**src/rtl/host_pif_pkg.sv**
```systemverilog
package host_pif_pkg;
  localparam int unsigned BYTE_W  = 8;
  localparam int unsigned WORD_W  = 2 * BYTE_W;
  localparam int unsigned HADDR_W = 2;
  localparam int unsigned VEC_W   = 5;
  localparam int unsigned REQ_BIT = 7;

  typedef enum logic [HADDR_W-1:0] {
    HREG_STAT = 2'd0,
    HREG_VEC  = 2'd1,
    HREG_DHI  = 2'd2,
    HREG_DLO  = 2'd3
  } hreg_e;

  typedef enum logic {
    DREG_DATA = 1'b0,
    DREG_CTRL = 1'b1
  } dreg_e;
endpackage

```
**src/rtl/host_pif_dbuf.sv**
```systemverilog
module host_pif_dbuf #(
  parameter int unsigned W = 16
) (
  input  logic         clk_i,
  input  logic         rst_ni,
  input  logic         push_i,
  input  logic [W-1:0] push_data_i,
  input  logic         pop_i,
  output logic         hold_full_o,
  output logic         out_valid_o,
  output logic [W-1:0] out_data_o
);
  logic [W-1:0] hold_q, out_q;
  logic         hold_full_q, out_valid_q;
  logic         xfer, push_ok, pop_ok;

  assign xfer    = hold_full_q & ~out_valid_q;
  // holding stage accepts when empty or emptying this cycle
  assign push_ok = push_i & (~hold_full_q | xfer);
  assign pop_ok  = pop_i & out_valid_q;

  always_ff @(posedge clk_i or negedge rst_ni) begin
    if (!rst_ni) begin
      hold_q      <= '0;
      out_q       <= '0;
      hold_full_q <= 1'b0;
      out_valid_q <= 1'b0;
    end else begin
      if (push_ok) hold_q <= push_data_i;
      if (xfer)    out_q  <= hold_q;
      hold_full_q <= push_ok | (hold_full_q & ~xfer);
      out_valid_q <= xfer | (out_valid_q & ~pop_ok);
    end
  end

  assign hold_full_o = hold_full_q;
  assign out_valid_o = out_valid_q;
  assign out_data_o  = out_q;
endmodule

```
**src/rtl/host_pif_cmd.sv**
```systemverilog
module host_pif_cmd #(
  parameter int unsigned VW = 5
) (
  input  logic          clk_i,
  input  logic          rst_ni,
  input  logic          wr_i,
  input  logic [VW-1:0] vec_i,
  input  logic          req_i,
  input  logic          ack_i,
  output logic [VW-1:0] vec_o,
  output logic          pend_o
);
  logic [VW-1:0] vec_q;
  logic          pend_q;

  always_ff @(posedge clk_i or negedge rst_ni) begin
    if (!rst_ni) begin
      vec_q  <= '0;
      pend_q <= 1'b0;
    end else if (wr_i && !pend_q) begin
      vec_q  <= vec_i;
      pend_q <= req_i & (vec_i != '0);
    end else if (ack_i && pend_q) begin
      pend_q <= 1'b0;
    end
  end

  assign vec_o  = vec_q;
  assign pend_o = pend_q;
endmodule

```
**src/rtl/host_pif.sv**
```systemverilog
module host_pif
  import host_pif_pkg::*;
(
  input  logic                 clk_i,
  input  logic                 rst_ni,
  input  logic                 hcs_i,
  input  logic                 hrd_i,
  input  logic                 hwr_i,
  input  logic [HADDR_W-1:0]   haddr_i,
  input  logic [BYTE_W-1:0]    hdata_i,
  output logic [BYTE_W-1:0]    hdata_o,
  input  logic                 dsp_sel_i,
  input  logic                 dsp_we_i,
  input  logic                 dsp_re_i,
  input  logic [WORD_W-1:0]    dsp_wdata_i,
  output logic [WORD_W-1:0]    dsp_rdata_o,
  output logic                 rx_irq_o,
  output logic                 cmd_req_o,
  output logic [VEC_W-1:0]     cmd_vec_o,
  input  logic                 cmd_ack_i
);
  hreg_e hreg;
  dreg_e dreg;
  logic  h_wr, h_rd;
  logic  wr_hi, wr_lo, wr_vec, rd_lo;
  logic  d_wr_data, d_wr_ctrl, d_rd_data;

  logic [BYTE_W-1:0] hi_q;
  logic              rx_ie_q;

  logic              rx_hold_full, rx_out_valid, rx_pop;
  logic [WORD_W-1:0] rx_out_data;
  logic              tx_hold_full, tx_out_valid, tx_pop;
  logic [WORD_W-1:0] tx_out_data;
  logic [VEC_W-1:0]  vec;
  logic              pend;

  assign hreg = hreg_e'(haddr_i);
  assign dreg = dreg_e'(dsp_sel_i);

  assign h_wr   = hcs_i & hwr_i;
  assign h_rd   = hcs_i & hrd_i;
  assign wr_hi  = h_wr & (hreg == HREG_DHI);
  assign wr_lo  = h_wr & (hreg == HREG_DLO);
  assign wr_vec = h_wr & (hreg == HREG_VEC);
  assign rd_lo  = h_rd & (hreg == HREG_DLO);

  assign d_wr_data = dsp_we_i & (dreg == DREG_DATA);
  assign d_wr_ctrl = dsp_we_i & (dreg == DREG_CTRL);
  assign d_rd_data = dsp_re_i & (dreg == DREG_DATA);

  assign rx_pop = d_rd_data;
  assign tx_pop = rd_lo;

  always_ff @(posedge clk_i or negedge rst_ni) begin
    if (!rst_ni) begin
      hi_q    <= '0;
      rx_ie_q <= 1'b0;
    end else begin
      if (wr_hi)     hi_q    <= hdata_i;
      if (d_wr_ctrl) rx_ie_q <= dsp_wdata_i[0];
    end
  end

  // host -> DSP
  host_pif_dbuf #(.W(WORD_W)) u_rx (
    .clk_i       (clk_i),
    .rst_ni      (rst_ni),
    .push_i      (wr_lo),
    .push_data_i ({hi_q, hdata_i}),
    .pop_i       (rx_pop),
    .hold_full_o (rx_hold_full),
    .out_valid_o (rx_out_valid),
    .out_data_o  (rx_out_data)
  );

  // DSP -> host
  host_pif_dbuf #(.W(WORD_W)) u_tx (
    .clk_i       (clk_i),
    .rst_ni      (rst_ni),
    .push_i      (d_wr_data),
    .push_data_i (dsp_wdata_i),
    .pop_i       (tx_pop),
    .hold_full_o (tx_hold_full),
    .out_valid_o (tx_out_valid),
    .out_data_o  (tx_out_data)
  );

  host_pif_cmd #(.VW(VEC_W)) u_cmd (
    .clk_i  (clk_i),
    .rst_ni (rst_ni),
    .wr_i   (wr_vec),
    .vec_i  (hdata_i[VEC_W-1:0]),
    .req_i  (hdata_i[REQ_BIT]),
    .ack_i  (cmd_ack_i),
    .vec_o  (vec),
    .pend_o (pend)
  );

  always_comb begin
    hdata_o = '0;
    unique case (hreg)
      HREG_STAT: hdata_o = {{(BYTE_W-3){1'b0}}, pend, ~rx_hold_full, tx_out_valid};
      HREG_VEC:  hdata_o = {pend, {(BYTE_W-VEC_W-1){1'b0}}, vec};
      HREG_DHI:  hdata_o = tx_out_data[WORD_W-1:BYTE_W];
      HREG_DLO:  hdata_o = tx_out_data[BYTE_W-1:0];
      default:   hdata_o = '0;
    endcase
  end

  always_comb begin
    if (dreg == DREG_DATA) dsp_rdata_o = rx_out_data;
    else dsp_rdata_o = {{(WORD_W-3){1'b0}}, rx_ie_q, ~tx_hold_full, rx_out_valid};
  end

  assign rx_irq_o  = rx_out_valid & rx_ie_q;
  assign cmd_req_o = pend;
  assign cmd_vec_o = vec;
endmodule

```
**config.mk**
```make
export PLATFORM = sky130hd
export DESIGN_NAME = host_pif
export DESIGN_NICKNAME = d
export VERILOG_FILES = /design/src/rtl/host_pif_pkg.sv /design/src/rtl/host_pif_dbuf.sv /design/src/rtl/host_pif_cmd.sv /design/src/rtl/host_pif.sv
export SDC_FILE = /design/constraint.sdc
export NUM_CORES = 1
export LEC_CHECK = 0
export BUFFER_PORTS_ARGS = -buffer_cell sky130_fd_sc_hd__buf_2
export CAP_MARGIN = 20
export CELL_PAD_IN_SITES_DETAIL_PLACEMENT = 1
export CELL_PAD_IN_SITES_GLOBAL_PLACEMENT = 1
export CORE_MARGIN = 1
export CORE_UTILIZATION = 23
export DETAILED_ROUTE_END_ITERATION = 8
export PLACE_DENSITY_LB_ADDON = 0.1
export SLEW_MARGIN = 0
export SYNTH_ARGS = -nofsm -noshare
export SYNTH_HDL_FRONTEND = slang
export SYNTH_HIERARCHICAL = 1
export SYNTH_SLANG_ARGS = --single-unit
```
**constraint.sdc**
```tcl
create_clock -name clk_i -period 1.4 [get_ports clk_i]
set_input_delay 0.21 -clock clk_i [delete_from_list [all_inputs] [get_ports clk_i]]
set_output_delay 0.21 -clock clk_i [all_outputs]
set_load 0.02 [all_outputs]
```
==> flow_summary.yaml, run 1 <==
critical_path:
  slowest_stage: "mux4_2"
  start_kind: "flop"
  crit_fanout: 2
  crit_arrival_ns: 1.43
  worstPathRequired_ns: 1.19
  path_cells: "mux4_2 -> buf_6"
  path_buf_inv: 1
  crit_path_end_kind: "output port"
  cp_slowest_stage_delay_ns: 0.52
  crit_family: "multiplexers"
  crit_type: "flop to output port"
status:
  violations: "negative setup slack"
  status: "complete, but fails checks"
place:
  port-buffer-count: 65
  gp_congestion: 0.669
  dpl_cell_area_um2: 4390
  placed_cells: 517
  dp_hpwl_mm: 6.10
sta:
  drv_slew: 0
  relSlewSlack_pct: 72.9
  hold_viol_final: 0
  fin_crit_ns: 1.64
  post-route-period-util_pct: 117
  worst_slew_pin_slew_ns: 0.407
  rsz0062_at_grt: "yes"
  tns_ns: -2.05
  setup_viol: 31
  setup_ws_ns: -0.236
  max_freq_ghz: 0.611
  finalClockSkew_ns: 0.00518
grt:
  antenna_found_initial: 0
  grt_usage_pct: 11.7
  grt_pass1_wl_mm: 14.0
  overflow: 0
  grt_max_degree: 32
  grt_pass1_vias: 2386
cells_and_area:
  stdcell_count: 551
  final_area_um2: 5110
  area_delta_synth_final_pct: 39.4
  nFillCells: 1627
  fin_nets: 370
  antenna_cells: 0
  fin_util_pct: 33.2
  drive_gt1_share_pct: 64.1
cts:
  ctsHtreeMaxLevel: 3
  path_clk_slew_ns: 0.06
  root_buffer: "clkbuf_16"
  cts_tree: "built"
  cts_buffers: 9
  cts.sinks: 83
  clock_latency_ns: 0.34
  clockBufferDepth: 2
logic_synthesis:
  synth_nets: 262
  yosysUniqueCellTypes: 27
  synth-seq-cells: 83
  syn-cell-area_um2: 3660
  syn_avg_cell_area_um2: 16.1
  ys_seq_area_share_pct: 56.7
  yosysWarnings: 6
  async_flop_share_pct: 100
  synth-edff-count: 0
  netlist_instances: 227
  ys.flop_type: "dfrtp_1"
floorplanning:
  die_h_um: 128
  die_area_um2: 16400
  start_util_pct: 23.8
  fp.dieW_um: 128
  ioPinCount: 66
  core-area_um2: 15400
  num_rows: 45
pwr:
  ir_worst_vdd_mv: 0.566
  p_leak_nw: 2.40
  p_per_area_nw_per_um2: 1810
routing:
  drt-wirelength-per-cell_um: 16.9
  drt_iter0_markers: 48
  via_per_inst: 4.01
  dr_total_vias: 2210
  drc: 0
  final_antenna_net_count: 0
  first_pass_iters: 3
  routed_wl_mm: 9.32
worst_hold_path:
  hold_class: "input pin to flop"
flow_run:
  max-cap-violations: 0
## synthesized netlist by cell type, types with 2 or more instances
cell type | n | area share [%]
mux2_4 | 25 | 10
inv_1 | 2 | 0.20
a21o_2 | 2 | 0.48
mux4_2 | 2 | 1.2
nor2b_2 | 2 | 0.48
dfrtp_1 | 83 | 57
a22o_1 | 3 | 0.72
buf_2 | 2 | 0.27
buf_12 | 2 | 1.1
mux2i_1 | 3 | 0.82
a21oi_1 | 2 | 0.27
nor2_1 | 3 | 0.31
nor2b_1 | 18 | 3.1
a21boi_4 | 2 | 1.0
and4_1 | 2 | 0.48
mux2_2 | 58 | 18
buf_6 | 6 | 1.8
## repair_timing
action	CTS	global route
buffers inserted	8	7
resized for setup	22	46
hold endpoints to repair	26	0
hold buffers	1	0
setup endpoints to repair	9	49
cloned	0	3
pin swaps	2	3
## worst reg2reg max path, delay by kind of cell, from the launching register on
family | cells | cell delay [ns]
multiplexers | 1 | 0.30
flip-flops | 1 | 0.39
buffers and inverters | 3 | 0.45
AO/OA/AOI/OAI | 1 | 0.21
## report_power, final
part / switching (mW) / internal (mW)
clock: 0.982 / 1.37
combinational: 1.08 / 1.97
sequential: 0.530 / 3.31
total: 2.59 / 6.66
## per-layer routing
layer  share of wire, %  global-route usage [%]  wire [um]
met1                 48                    15.4       4440
met2                 46                    17.7       4290
met3                5.1                    4.22        475
met4                1.2                    3.74        111
met5                  0                       0          0
## cells by family (layout without fill, tap and decap cells)
group	after synthesis	count (layout)	share of synthesized area (%)
muxes	89	89	30.8
DFF	83	83	56.7
and+or+nand+nor	33	33	6.35
buffers and inverters	12	125	3.42
AOI/OAI and AO/OA	10	10	2.70
## cells in the final DEF, fill, tap and decap left out
master,count
inv_1,2
dlygate4sd3_1,1
nor4_1,1
nand3b_1,1
a22oi_1,1
and4_1,2
nand4b_4,1
a21boi_4,2
clkinv_4,1
a22o_1,3
dfrtp_2,2
nand2_1,1
buf_2,55
a21oi_1,2
buf_12,6
nor2b_4,1
bufinv_16,1
nor2_1,3
clkbuf_16,12
mux4_2,3
nor2b_2,1
mux2i_1,3
buf_6,14
dfrtp_1,81
clkinv_2,3
mux2_2,18
and2_1,1
nor2b_1,18
mux2_4,65
nand2b_1,1
buf_4,28
nand2b_4,1
a21o_2,2
and3_1,1
clkinvlp_4,2
## registers in the layout, indices dropped and copies added, names as in the netlist
name and flops:
u_cmd/pend_o 1, u_rx/out_data_o 16, rx_ie_q 1, u_rx/hold_q 16
u_tx/out_data_o 16, u_cmd/vec_o 5, u_tx/hold_full_o 1, hi_q 8
u_rx/hold_full_o 1, u_tx/hold_q 16, u_tx/out_valid_o 1, u_rx/out_valid_o 1
## stage by stage
step | hold slack (ns) | setup WS, ns | power, mW
floorplan | -0.0856 | 0.000508 | 5.44
global placement | 0.174 | -0.0694 | 6.21
detailed placement | 0.175 | -0.0864 | 6.27
CTS | 0.0743 | -0.268 | 8.99
global route | 0.0764 | -0.273 | 9.81
finish | 0.0931 | -0.236 | 9.25
## layout make-up
| cell class | count | area (um2) | share of cell area, % |
|---|---|---|---|
| clock buffers | 9 | 225 | 4.41 |
| clock inverters | 7 | 68.8 | 1.35 |
| inverters | 2 | 7.51 | 0.147 |
| multi-input cells | 132 | 1610 | 31.6 |
| flip-flops and latches | 83 | 2080 | 40.7 |
| well taps | 211 | 264 | 5.17 |
| repair buffers | 107 | 848 | 16.6 |
## worst paths after layout
kind,slack [ns],endpoint,startpoint,cells after the start
max in group asynchronous,0.51,u_tx/hold_full_o,rst_ni,3
worst max-delay path,-0.24,hdata_o[1],u_tx/out_data_o[1],2
min in group asynchronous,0.34,u_rx/out_data_o[11],rst_ni,2
worst max register to register,-0.07,u_rx/hold_q[15],u_rx/hold_full_o,5
worst min-delay path,0.09,u_tx/hold_q[2],dsp_wdata_i[2],2
worst min register to register,0.50,u_rx/out_data_o[13],u_rx/out_data_o[13],1
Note: power is estimated with default switching activity, not from simulation.
==> inputs of run 2 (changes only) <==
Clock period 1.4 ns to 2.1 ns, I/O delays scaled along.
==> run 2 against run 1 <==
  * The flow now finishes without violations
  * Sequential cell count stayed put
  * Cell count is 6.4% lower
  * Clock power is 31% lower
  * Combinational power is 51% lower
  * Cell area is 11% lower
  * Critical endpoint unchanged
==> flow_summary.yaml, run 2 (same netlist as run 1, synthesis figures left out) <==
routing:
  drt_iter0_markers: 43
  first_pass_iters: 4
  drt-wirelength-per-cell_um: 16.3
  final_antenna_net_count: 0
  drc: 0
  routed_wl_mm: 8.42
  via_per_inst: 4.09
  dr_total_vias: 2110
worst_hold_path:
  hold_class: "input pin to async pin"
pwr:
  power.switching_mw: 1.55
  swShare_pct: 27.4
  p_clk_share_pct: 28.6
  p_int_mw: 4.11
  seqPwrFrac_pct: 45.3
  p_comb_share_pct: 26.1
  ir_worst_vdd_mv: 0.450
  p_per_area_nw_per_um2: 1250
  p_leak_nw: 2.07
cts:
  ctsHtreeMaxLevel: 3
  root_buffer: "clkbuf_16"
  cts_resized: 0
  clock_latency_ns: 0.34
  post-cts-setup-buffers: 0
  cts.sinks: 83
  path_clk_slew_ns: 0.06
  cts_buffers: 9
  clockBufferDepth: 2
  cts_tree: "built"
  postCtsHoldBufs: 0
floorplanning:
  num_rows: 45
  die_area_um2: 16400
  start_util_pct: 23.8
  core-area_um2: 15400
  die_h_um: 128
  fp.dieW_um: 128
  ioPinCount: 66
critical_path:
  path_cells: "inv_1 -> mux4_1 -> buf_2"
  crit_fanout: 5
  start_kind: "flop"
  crit_type: "flop to output port"
  crit_arrival_ns: 1.56
  crit_path_end_kind: "output port"
  slowest_stage: "mux4_1"
  worstPathRequired_ns: 1.78
  cp_slowest_stage_delay_ns: 0.51
sta:
  worst_slew_pin_slew_ns: 0.472
  max_freq_ghz: 0.533
  tns_ns: 0
  rsz0062_at_grt: "no"
  finalClockSkew_ns: 0.00446
  fin_crit_ns: 1.88
  hold_viol_final: 0
  relSlewSlack_pct: 68.5
  drv_slew: 0
  post-route-period-util_pct: 89.3
  setup_viol: 0
status:
  status: "completed"
grt:
  grt-busiest-layer: "met2"
  grt_max_degree: 84
  met1_usage_pct: 14.2
  met2_usage_pct: 17.4
  grt_pass1_vias: 2238
  grt_usage_pct: 11.3
  overflow: 0
  antenna_found_initial: 0
  gr-usage-met3_pct: 4.55
  grt_pass1_wl_mm: 13.3
cells_and_area:
  final_cell_mix: "83 x dfrtp_1, 64 x buf_2, 58 x mux2_2"
  final_area_um2: 4520
  antenna_cells: 0
  drive_gt1_share_pct: 58.4
  layout_commonest_cell: "dfrtp_1"
  fin_nets: 335
  area_delta_synth_final_pct: 23.5
place:
  gp_congestion: 0.650
  port-buffer-count: 65
  dpl_cell_area_um2: 4220
  dp_hpwl_mm: 5.71
flow_run:
  max-cap-violations: 0
[run 2: cell types whose count changed in the layout (fill, tap and decap cells not counted), moves of 2 or more]
cell	previous run	this run
buf_6	14	0
dfrtp_1	81	83
buf_4	28	6
clkbuf_8	0	3
clkinvlp_4	2	0
mux2_4	65	25
clkinv_2	3	0
clkbuf_1	0	3
clkbuf_16	12	9
buf_12	6	2
mux2_2	18	58
dfrtp_2	2	0
buf_2	55	64
[run 2: critical path, delay by kind of cell, from the launching register on]
family / cells / cell delay [ns]
mux: 1 / 0.51
flops: 1 / 0.46
buf+inv: 2 / 0.25
[run 2: worst paths after layout]
path | start | to | slack, ns | cells after the start
min reg2reg | u_rx/hold_q[11] | u_rx/out_data_o[11] | 0.50 | 1
max in group asynchronous | rst_ni | u_tx/hold_q[9] | 1.73 | 2
min in group clk_i | dsp_wdata_i[6] | u_tx/hold_q[6] | 0.20 | 2
min | rst_ni | u_rx/out_data_o[11] | 0.01 | 2
max reg2reg | u_tx/hold_full_o | u_tx/out_data_o[15] | 0.67 | 3
max | u_rx/hold_full_o | hdata_o[1] | 0.22 | 3
[run 2: per-stage QoR]
step	hold WS (ns)	util (%)	power, mW	std cells	worst slack, ns
final	0.0145	29.4	5.66	516	0.224
after CTS	0.0237	29.4	5.81	516	0.169
after global routing	0.0397	29.4	6.04	516	0.103
after floorplan	0.0194	-	3.63	227	0.596
after detailed placement	0.399	27.4	4.12	500	0.328
after global placement	0.397	27.4	4.07	500	0.367
[run 2: metal layers]
| metal | vias up | share of wire [%] |
|---|---|---|
| met1 | 1096 | 47 |
| met4 | 0 | 1.4 |
| li1 | 950 | - |
| met5 | - | 0 |
| met3 | 10 | 5.2 |
| met2 | 54 | 47 |
[run 2: final cells by class]
type                            instances  area (um2)
Fill cell                            1659       10800
Sequential cell                        83        2080
Multi-Input combinational cell        132        1460
Timing Repair Buffer                   72         405
Clock buffer                           15         278
Tap cell                              211         264
Clock inverter                          1        30.0
Inverter                                2        7.51
[run 2: power by group through the flow]
stage          sequential, mW  clock (mW)  combinational [mW]
6_report                 2.56        1.62                1.48
5_1_grt                  2.67        1.76                1.61
4_1_cts                  2.58        1.72                1.51
3_5_place_dp             2.61           0                1.51
3_3_place_gp             2.60           0                1.48
2_1_floorplan            2.48           0                1.14
